<file path="src/rtl/aal5_pkg.sv">
package aal5_pkg;
  localparam int CELL_PAY   = 48;
  localparam int HDR_BYTES  = 5;
  localparam int CELL_BYTES = CELL_PAY + HDR_BYTES;
  localparam int TRL_BYTES  = 8;
  localparam int SNAP_BYTES = 8;
  localparam int LEN_W      = 16;
  localparam int HDR_W      = 8 * (HDR_BYTES - 1);
  localparam logic [31:0] CRC32_POLY = 32'h04C1_1DB7;
  localparam logic [31:0] CRC32_INIT = 32'hFFFF_FFFF;
  localparam logic [7:0]  HEC_POLY   = 8'h07;
  localparam logic [7:0]  HEC_COSET  = 8'h55;

  typedef enum logic [2:0] {
    ST_IDLE, ST_SNAP, ST_DATA, ST_PAD, ST_TRL, ST_SEND
  } seg_st_e;

  // classical-IP prefix; position matters, it is decoded by the receiver
  function automatic logic [7:0] snap_byte(input logic [2:0] idx);
    case (idx)
      3'd0, 3'd1: snap_byte = 8'hAA;
      3'd2:       snap_byte = 8'h03;
      3'd6:       snap_byte = 8'h08;
      default:    snap_byte = 8'h00;
    endcase
  endfunction

  function automatic logic [31:0] crc32_step(input logic [31:0] c, input logic [7:0] d);
    logic [31:0] r;
    r = c;
    for (int i = 7; i >= 0; i--) begin
      if (r[31] ^ d[i]) r = {r[30:0], 1'b0} ^ CRC32_POLY;
      else              r = {r[30:0], 1'b0};
    end
    return r;
  endfunction

  function automatic logic [7:0] crc8_step(input logic [7:0] c, input logic [7:0] d);
    logic [7:0] r;
    r = c;
    for (int i = 7; i >= 0; i--) begin
      if (r[7] ^ d[i]) r = {r[6:0], 1'b0} ^ HEC_POLY;
      else             r = {r[6:0], 1'b0};
    end
    return r;
  endfunction
endpackage

</file>
<file path="src/rtl/aal5_crc32_byte.sv">
module aal5_crc32_byte
  import aal5_pkg::*;
(
  input  logic [31:0] crc_i,
  input  logic [7:0]  data_i,
  output logic [31:0] crc_o
);
  always_comb crc_o = crc32_step(crc_i, data_i);
endmodule

</file>
<file path="src/rtl/aal5_hec_gen.sv">
module aal5_hec_gen
  import aal5_pkg::*;
(
  input  logic [HDR_W-1:0] hdr_i,
  output logic [7:0]       hec_o
);
  always_comb begin
    logic [7:0] acc;
    acc = '0;
    for (int b = 0; b < HDR_BYTES - 1; b++)
      acc = crc8_step(acc, hdr_i[HDR_W-1-8*b -: 8]);
    hec_o = acc ^ HEC_COSET;
  end
endmodule

</file>
<file path="src/rtl/aal5_cell_buf.sv">
module aal5_cell_buf #(
  parameter int DEPTH = 48,
  parameter int AW    = $clog2(DEPTH)
) (
  input  logic          clk,
  input  logic          we,
  input  logic [AW-1:0] waddr,
  input  logic [7:0]    wdata,
  input  logic [AW-1:0] raddr,
  output logic [7:0]    rdata
);
  logic [7:0] mem [DEPTH];

  always_ff @(posedge clk) begin
    if (we) mem[waddr] <= wdata;
  end

  assign rdata = mem[raddr];
endmodule

</file>
<file path="src/rtl/aal5_seg.sv">
module aal5_seg
  import aal5_pkg::*;
(
  input  logic        clk,
  input  logic        rst_n,
  input  logic        in_valid,
  output logic        in_ready,
  input  logic [7:0]  in_data,
  input  logic        in_sop,
  input  logic        in_eop,
  input  logic [7:0]  in_vpi,
  input  logic [15:0] in_vci,
  input  logic [7:0]  in_uu,
  output logic        out_valid,
  output logic [7:0]  out_data,
  output logic        out_cell_start
);
  localparam int CNT_W  = $clog2(CELL_PAY + 1);
  localparam int SND_W  = $clog2(CELL_BYTES);
  localparam int TIX_W  = $clog2(TRL_BYTES);
  localparam int BUF_AW = $clog2(CELL_PAY);
  localparam logic [CNT_W-1:0] CNT_FULL  = CNT_W'(CELL_PAY - 1);
  localparam logic [CNT_W-1:0] PAD_STOP  = CNT_W'(CELL_PAY - TRL_BYTES);
  localparam logic [CNT_W-1:0] SNAP_LAST = CNT_W'(SNAP_BYTES - 1);
  localparam logic [SND_W-1:0] SND_LAST  = SND_W'(CELL_BYTES - 1);
  localparam logic [SND_W-1:0] SND_PAY0  = SND_W'(HDR_BYTES);
  localparam logic [TIX_W-1:0] TIX_LAST  = TIX_W'(TRL_BYTES - 1);

  // reset: asserted asynchronously, released on the clock
  logic [1:0] rst_sync_q;
  logic       rst_n_s;
  always_ff @(posedge clk or negedge rst_n) begin
    if (!rst_n) rst_sync_q <= 2'b00;
    else        rst_sync_q <= {rst_sync_q[0], 1'b1};
  end
  assign rst_n_s = rst_sync_q[1];

  seg_st_e            st_q, st_d, ret_q, ret_d;
  logic [CNT_W-1:0]   cnt_q, cnt_d;
  logic [SND_W-1:0]   snd_q, snd_d;
  logic [TIX_W-1:0]   tix_q, tix_d;
  logic [LEN_W-1:0]   len_q, len_d;
  logic [31:0]        crc_q, crc_d, crc_nxt, crc_fin;
  logic [7:0]         vpi_q, vpi_d, uu_q, uu_d;
  logic [15:0]        vci_q, vci_d;
  logic               last_q, last_d;
  logic               ov_q, ov_d, os_q, os_d;
  logic [7:0]         od_q, od_d;
  logic               wr_en, crc_en, rdy_w;
  logic [7:0]         wr_byte, trl_byte, snd_byte, rd_byte, hec;
  logic [HDR_W-1:0]   hdr_w;
  logic [BUF_AW-1:0]  rd_addr;

  aal5_crc32_byte u_crc (.crc_i(crc_q), .data_i(wr_byte), .crc_o(crc_nxt));

  aal5_cell_buf #(.DEPTH(CELL_PAY), .AW(BUF_AW)) u_buf (
    .clk(clk), .we(wr_en), .waddr(BUF_AW'(cnt_q)), .wdata(wr_byte),
    .raddr(rd_addr), .rdata(rd_byte)
  );

  assign hdr_w = {4'h0, vpi_q, vci_q, 2'b00, last_q, 1'b0};
  aal5_hec_gen u_hec (.hdr_i(hdr_w), .hec_o(hec));

  assign crc_fin = ~crc_q;
  assign rd_addr = (snd_q >= SND_PAY0) ? BUF_AW'(snd_q - SND_PAY0) : '0;

  always_comb begin
    case (tix_q)
      3'd0:    trl_byte = uu_q;
      3'd1:    trl_byte = 8'h00;
      3'd2:    trl_byte = len_q[15:8];
      3'd3:    trl_byte = len_q[7:0];
      3'd4:    trl_byte = crc_fin[31:24];
      3'd5:    trl_byte = crc_fin[23:16];
      3'd6:    trl_byte = crc_fin[15:8];
      default: trl_byte = crc_fin[7:0];
    endcase
    case (snd_q)
      6'd0:    snd_byte = hdr_w[31:24];
      6'd1:    snd_byte = hdr_w[23:16];
      6'd2:    snd_byte = hdr_w[15:8];
      6'd3:    snd_byte = hdr_w[7:0];
      6'd4:    snd_byte = hec;
      default: snd_byte = rd_byte;
    endcase
  end

  // next-state logic
  always_comb begin
    seg_st_e nxt;
    st_d = st_q;   ret_d = ret_q;  cnt_d = cnt_q;  snd_d = snd_q;
    tix_d = tix_q; len_d = len_q;  crc_d = crc_q;  last_d = last_q;
    vpi_d = vpi_q; vci_d = vci_q;  uu_d = uu_q;
    wr_en = 1'b0;  wr_byte = '0;   crc_en = 1'b0;  rdy_w = 1'b0;
    nxt = ST_DATA;
    unique case (st_q)
      ST_IDLE: begin
        rdy_w = !in_sop;
        if (in_valid && in_sop) begin
          vpi_d = in_vpi; vci_d = in_vci; uu_d = in_uu;
          crc_d = CRC32_INIT; len_d = '0; cnt_d = '0;
          st_d = ST_SNAP;
        end
      end
      ST_SNAP: begin
        wr_en = 1'b1; wr_byte = snap_byte(cnt_q[2:0]); crc_en = 1'b1;
        cnt_d = cnt_q + 1'b1; len_d = len_q + 1'b1;
        if (cnt_q == SNAP_LAST) st_d = ST_DATA;
      end
      ST_DATA: begin
        rdy_w = 1'b1;
        if (in_valid) begin
          wr_en = 1'b1; wr_byte = in_data; crc_en = 1'b1;
          cnt_d = cnt_q + 1'b1; len_d = len_q + 1'b1;
          nxt = in_eop ? ST_PAD : ST_DATA;
          if (cnt_q == CNT_FULL) begin
            st_d = ST_SEND; ret_d = nxt; last_d = 1'b0; snd_d = '0;
          end else begin
            st_d = nxt;
          end
        end
      end
      ST_PAD: begin
        if (cnt_q == PAD_STOP) begin
          st_d = ST_TRL; tix_d = '0;
        end else begin
          wr_en = 1'b1; crc_en = 1'b1; cnt_d = cnt_q + 1'b1;
          if (cnt_q == CNT_FULL) begin
            st_d = ST_SEND; ret_d = ST_PAD; last_d = 1'b0; snd_d = '0;
          end
        end
      end
      ST_TRL: begin
        wr_en = 1'b1; wr_byte = trl_byte; crc_en = !tix_q[2];
        cnt_d = cnt_q + 1'b1; tix_d = tix_q + 1'b1;
        if (tix_q == TIX_LAST) begin
          st_d = ST_SEND; ret_d = ST_IDLE; last_d = 1'b1; snd_d = '0;
        end
      end
      ST_SEND: begin
        snd_d = snd_q + 1'b1;
        if (snd_q == SND_LAST) begin
          st_d = ret_q; cnt_d = '0; snd_d = '0;
        end
      end
      default: st_d = ST_IDLE;
    endcase
    if (crc_en) crc_d = crc_nxt;
    ov_d = (st_q == ST_SEND);
    os_d = (st_q == ST_SEND) && (snd_q == '0);
    od_d = (st_q == ST_SEND) ? snd_byte : od_q;
  end

  // registers
  always_ff @(posedge clk or negedge rst_n_s) begin
    if (!rst_n_s) begin
      st_q <= ST_IDLE; ret_q <= ST_IDLE; cnt_q <= '0; snd_q <= '0;
      tix_q <= '0; len_q <= '0; crc_q <= CRC32_INIT; last_q <= 1'b0;
      vpi_q <= '0; vci_q <= '0; uu_q <= '0;
      ov_q <= 1'b0; os_q <= 1'b0; od_q <= '0;
    end else begin
      st_q <= st_d; ret_q <= ret_d; cnt_q <= cnt_d; snd_q <= snd_d;
      tix_q <= tix_d; len_q <= len_d; crc_q <= crc_d; last_q <= last_d;
      vpi_q <= vpi_d; vci_q <= vci_d; uu_q <= uu_d;
      ov_q <= ov_d; os_q <= os_d; od_q <= od_d;
    end
  end

  assign in_ready       = rdy_w;
  assign out_valid      = ov_q;
  assign out_data       = od_q;
  assign out_cell_start = os_q;
endmodule

</file>
<file path="config.mk">
export PLATFORM = sky130hd
export DESIGN_NAME = aal5_seg
export DESIGN_NICKNAME = d
export VERILOG_FILES = /design/src/rtl/aal5_pkg.sv /design/src/rtl/aal5_crc32_byte.sv /design/src/rtl/aal5_hec_gen.sv /design/src/rtl/aal5_cell_buf.sv /design/src/rtl/aal5_seg.sv
export SDC_FILE = /design/constraint.sdc
export NUM_CORES = 1
export LEC_CHECK = 0
export BUFFER_PORTS_ARGS = -buffer_cell sky130_fd_sc_hd__buf_4
export CAP_MARGIN = 20
export CORE_MARGIN = 1
export CORE_UTILIZATION = 55
export DETAILED_ROUTE_END_ITERATION = 8
export PLACE_DENSITY = 0.72
export RECOVER_POWER = 50
export REMOVE_ABC_BUFFERS = 1
export SYNTH_ARGS = -nofsm -noshare
export SYNTH_HDL_FRONTEND = slang
export SYNTH_SLANG_ARGS = --single-unit
</file>
<file path="constraint.sdc">
create_clock -name clk -period 5.4 [get_ports clk]
set_input_delay 0.27 -clock clk [delete_from_list [all_inputs] [get_ports clk]]
set_output_delay 0.27 -clock clk [all_outputs]
set_load 0.01 [all_outputs]
</file>
Yosys cells after proc, flatten, opt, wreduce, memory -nomap -nowiden
Memories as Yosys holds them, arrays and structs flattened.
Index checks and enable logic that the tools add are counted.
- register bits: 114
- latch bits: 0
- RAM bits: 384
- bits in read-only memories: 0
- input bits: 45
- output and inout port bits: 11
- word-level logic and storage cells: 239
- memories: 1
- memories (name ; depth ; width ; read ports ; clocked after Yosys merged registers in ; write ports ; RTL line ; text):
    u_buf.mem ; 48 ; 8 ; 1 ; 0 ; 1 ; aal5_cell_buf.sv:12 ; logic [7:0] mem [DEPTH];
- add/sub/neg operators: 5
- multipliers: 0
- divide/modulo/power cells: 0
- $lt $le $gt $ge: 1
- equality and inequality tests: 33
- shift operators: 0
- mux-type cells: 89
- bitwise operators: 69
- reductions and logical operators: 26
- operators by type and width (kind ; count):
    $mux 27 ; 8
    $mux 3 ; 42
    $not 14->14 ; 8
    $mux 32 ; 3
    $not 3->3 ; 27
    $mux 6 ; 10
    $pmux 8 s7 ; 1
    $pmux 16 s3 ; 1
    $pmux 8 s3 ; 2
    $pmux 8 s5 ; 1
    $mux 16 ; 2
    $not 32->32 ; 1
    $pmux 6 s5 ; 1
    $xor 1x1->1 ; 27
    $pmux 6 s4 ; 1
    $eq 3x3->1 const B ; 7
    $eq 6x6->1 const B ; 3
    $pmux 3 s6 ; 1
    $add 16x1->16 const B ; 1
    $ne 2x2->1 const B ; 8
    $eq 3x2->1 const B ; 5
    $add 6x1->6 const B ; 2
    $eq 6x2->1 const B ; 2
    $eq 6x3->1 const B ; 2
    30 further kinds ; 57

Depth between registers and ports, before layout
- depth in word-level cells: 57
- mapped depth: 16

Cells and area by module
From an unflattened synthesis, not the netlist that was laid out.
- cells, all modules: 1580
- area total of the unflattened synthesis: 23308.6 µm²
- by module, submodules not included (module ; times used ; cells an instance ; area each (µm²) ; seq. area each (µm²)):
    aal5_cell_buf ; 1 ; 785 ; 15189.6 ; 11531.1
    aal5_seg ; 1 ; 666 ; 6233.5 ; 2867.8
    aal5_crc32_byte ; 1 ; 63 ; 989.7 ; 0.0
    aal5_hec_gen ; 1 ; 66 ; 895.9 ; 0.0

Worst setup path after synthesis
No wires, ideal clock.
- kind: register to register
- start point: reg tix_q[0]
- end point: mem u_buf.mem[0][2] (data pin)
- setup time: 0.578 ns
- data arrival time: 3.619 ns
- setup slack: 1.204 ns
- cell stages (with the launch flop): 9
- period minus slack after synthesis: 4.196 ns
- path through: dfrtp_1 ha_1 ha_1 buf_2 or4_4 buf_6 nor2_1 nor2_1 o21ai_0
- longest elaborated chain between the ends: 3
- elaborated cells between the ends (all ways): 9
- those cells by class: eq/ne: 6; mux: 2; reduce/logical: 1
- RTL lines (item ; RTL line ; text):
    start: declaration ; aal5_seg.sv:41 ; logic [TIX_W-1:0] tix_q, tix_d;
    start signal: assignment ; aal5_seg.sv:163 ; tix_q <= tix_d; len_q <= len_d; crc_q <= crc_d; last_q <= last_d;
    $eq 3x3->1, or another cell as far along ; aal5_seg.sv:68 ; case (tix_q)
    $pmux 8 s7 (*) ; aal5_seg.sv:68 ;
    $pmux 8 s3 (*) ; aal5_seg.sv:96 ; unique case (st_q)
    named net u_buf.wdata[2] ; aal5_cell_buf.sv:8 ; input logic [7:0] wdata,
    end: declaration ; aal5_cell_buf.sv:12 ;
The timed path passes the listed nets; every way through them passes the cells marked *.

Final worst setup path
- start point: reg st_q[0]
- end point: mem u_buf.mem[4][3], enable pin
- longest elaborated chain between the ends: 5
- elaborated cells between the ends (all ways): 8
- those cells by class: eq/ne: 4; mux: 3; reduce/logical: 1
- RTL lines (item ; RTL line ; text):
    start: declaration ; aal5_seg.sv:38 ; seg_st_e st_q, st_d, ret_q, ret_d;
    start signal: assignment ; aal5_seg.sv:162 ; st_q <= st_d; ret_q <= ret_d; cnt_q <= cnt_d; snd_q <= snd_d;
    $eq 3x3->1 / $eq 3x1->1 (equally long branches) ; aal5_seg.sv:96 ;
    $reduce_or 2->1 (no line) ; - ;
    $pmux 1 s3 (*) ; aal5_seg.sv:96 ;
    $mux 1 (*) ; aal5_cell_buf.sv:15 ; if (we) mem[waddr] <= wdata;
    $mux 1 (not written as such) (*) ; aal5_cell_buf.sv:15 ;
Every way passes the cells marked *; elsewhere a longest branch is shown, timed or not.

==> impl_results.md <==
* Critical Path RT at 5620 ps
* Clock transition at path regs at 60 ps
* CP max FO at 23
* Synth top area cells: edfxtp_1 (51%), dfrtp_1 (8.9%), nand2_1 (3.7%)
* Post-CTS Setup Inserts at 0
* Starting DRT DRC Count at 2051
* Post-synth top area cell: edfxtp_1
* Synthesized flop and latch total at 497
* Synth cell types at 72
* Final Setup Violations at 0
* Full die area at 42200 sq um
* Commonest non-fill, non-tap cell in the layout: edfxtp_1
* Wire length of the first global-routing pass at 90900 microns
* Root buffer cell: clkbuf_16
* CTS Sinks at 497
* Initial antenna violation count at 0
* Max_slew headroom at -0.616
* Routed vias at 15700
* Diodes inserted at 0
* Worst Setup Start Kind: flip-flop
* Failing checks: max-capacitance violations, max-slew violations
* Worst Hold Class: input port to flip-flop
* Flip-flop and latch area at 14400 sq um
* Final Hold Fails at 0
* CORE AREA at 40800 sq um
* Fill cell count at 3081
* Total global-route track usage at 0.287
* EDFF count, synth at 384
* RSZ-0062 raised after global routing: false
* Critical path's largest stage delay at 1400 ps
* Crit end category: flip-flop
* Crit-path slowest cell: nor4bb_1
* Peak Freq at 214 MHz
* Nets@finish at 1968
* Kind of critical path: flip-flop to flip-flop
* Yosys Warn Count at 0
* Status: complete, but fails checks
* Setup TNS Final at 0 ps
* Final Critical Period at 4680 ps
* Gr ovfl total at 0
* Hold_buf cts at 34
* Most used cell, CP: a21oi_1
* Max Cap Violations at 5
* Layout cell share with drive strength beyond 1 at 0.133
* Fin crit share at 0.867
* Seq/Total Area, Yosys at 0.632
* Number of buffers created by CTS at 51
* Worst-Skew Late Latency at 600 ps
* WP data arrival at 4900 ps
* Initial Utilization at 0.558
* Vias per cell at 6.33
* Die Wd at 206 microns
* Post-route clock skew at 37.8 ps
* Tightest Pin Transition at 2420 ps
* Count of pins over their slew limit at 183
* Commonest cells after routing, fill and taps aside: edfxtp_1 (384), nand2_1 (224), nor2_1 (128)
* H-tree levels at 2
* Row count at 74
* CP Cell Sequence: nor4bb_1 -> a21oi_1 -> and2_1 -> a21oi_1 -> nand2_1 -> nor2_1
* Area of the multi-input gates at 7850 sq um
* DRT Wirelength at 60100 microns
* Clk buf depth at 3
* Largest net degree at the start of global routing at 62
* Pre-antenna DRT Iters at 6
* Final Wtd Congestion at 0.905
* Synth-to-Final Area Change at 11.9%
* Ys async rst share at 0.227
* Die height at 206 microns
* Mean Syn Cell Area at 12.3 sq um
* Syn Inst Count at 1851
* Share of the synthesized area in the top cell type at 0.506
* # DRC at 0
* Primary FF master, synth: edfxtp_1
* Post-Syn Area at 22800 sq um
* Detail Route Antenna Nets at 0
* Avg WL per Cell at 24.3 microns
* Hpwl dp at 37900 microns
* Post-CTS sizing at 0
* Io pins at 56
* CTS tree: yes
* Vias in the first global route at 15200
* Port bufs at 55
-- worst max-delay path: cells and delay by family (launching register included) --
family	cells	cell delay, ps
AO/OA/AOI/OAI	2	600
flip-flops	1	620
AND/OR/NAND/NOR	4	3070
-- Yosys cell counts (all sizes together), types with 38 or more instances --
master and number:
edfxtp 384, nand2 225, nor2 131, nand3 101, xnor2 94, o21ai 89
clkbuf 83, dfrtp 81, nor3 79, a21oi 75, xor2 43, buf 38
mux2 38
-- worst paths after layout --
check,startpoint,endpoint,slack [ps],depth (start not counted)
hold / removal,in_valid,ret_q[1]$_DFFE_PN0P_,20,3
setup reg to reg,st_q[0]$_DFFE_PN0P_,u_buf.mem[4][3]$_DFFE_PP_,720,6
min in group asynchronous,rst_n,rst_sync_q[1]$_DFF_PN0_,560,3
setup / recovery,st_q[0]$_DFFE_PN0P_,u_buf.mem[4][3]$_DFFE_PP_,720,6
hold reg to reg,rst_sync_q[0]$_DFF_PN0_,rst_sync_q[1]$_DFF_PN0_,360,0
max in group asynchronous,rst_sync_q[1]$_DFF_PN0_,snd_q[5]$_DFFE_PN0P_,1960,1
-- cell type report --
type | instances | share of cell area
multi-input combinational | 1215 | 0.308
clock inverter | 26 | 0.00741
timing repair buffer | 125 | 0.0386
tap | 532 | 0.0261
clock buffer | 64 | 0.0528
inverter | 18 | 0.00265
sequential | 497 | 0.565
-- metal layers --
layer | vias to the layer above | track usage | share of wire
met4 | 0 | 0.117 | 0.041
met2 | 854 | 0.455 | 0.47
met5 | - | 0 | 0
met1 | 7707 | 0.394 | 0.39
met3 | 157 | 0.0483 | 0.090
li1 | 6961 | - | -
-- state kept, by name, summed over array words and instances (netlist names), 2 cells and up --
signal	flops
u_buf.mem	384
crc_q	32
len_q	16
vci_q	16
out_data	8
uu_q	8
vpi_q	8
cnt_q	6
snd_q	6
st_q	3
tix_q	3
ret_q	2
rst_sync_q	2
-- cell families (layout without fill, tap and decap cells) --
kind of cell / Yosys count / after routing / share of synthesized area
AO/OA/AOI/OAI: 324 / 324 / 0.0948
other: 1 / 1 / 0.000165
flip-flops: 497 / 497 / 0.632
AND/OR/NAND/NOR: 660 / 660 / 0.134
XOR/XNOR: 141 / 141 / 0.0619
adder cells (fa/ha/maj): 15 / 15 / 0.00824
buffers and inverters: 139 / 233 / 0.0248
multiplexers: 74 / 74 / 0.0445
-- metrics by stage --
stage,hold WS (ps),util,instance area (sq um),std cells,worst slack (ps)
after floorplan,-25.6,-,22300,1730,-3830
after global placement,52.6,0.582,23800,2353,1300
after detailed placement,53.0,0.582,23800,2353,1250
after CTS,0.605,0.628,25700,2477,1220
after global routing,67.0,0.624,25500,2477,570
final,24.3,0.624,25500,2477,717
Power is not shown: default switching activity piles up to over one toggle a cycle in this logic, so the estimate is an artifact.
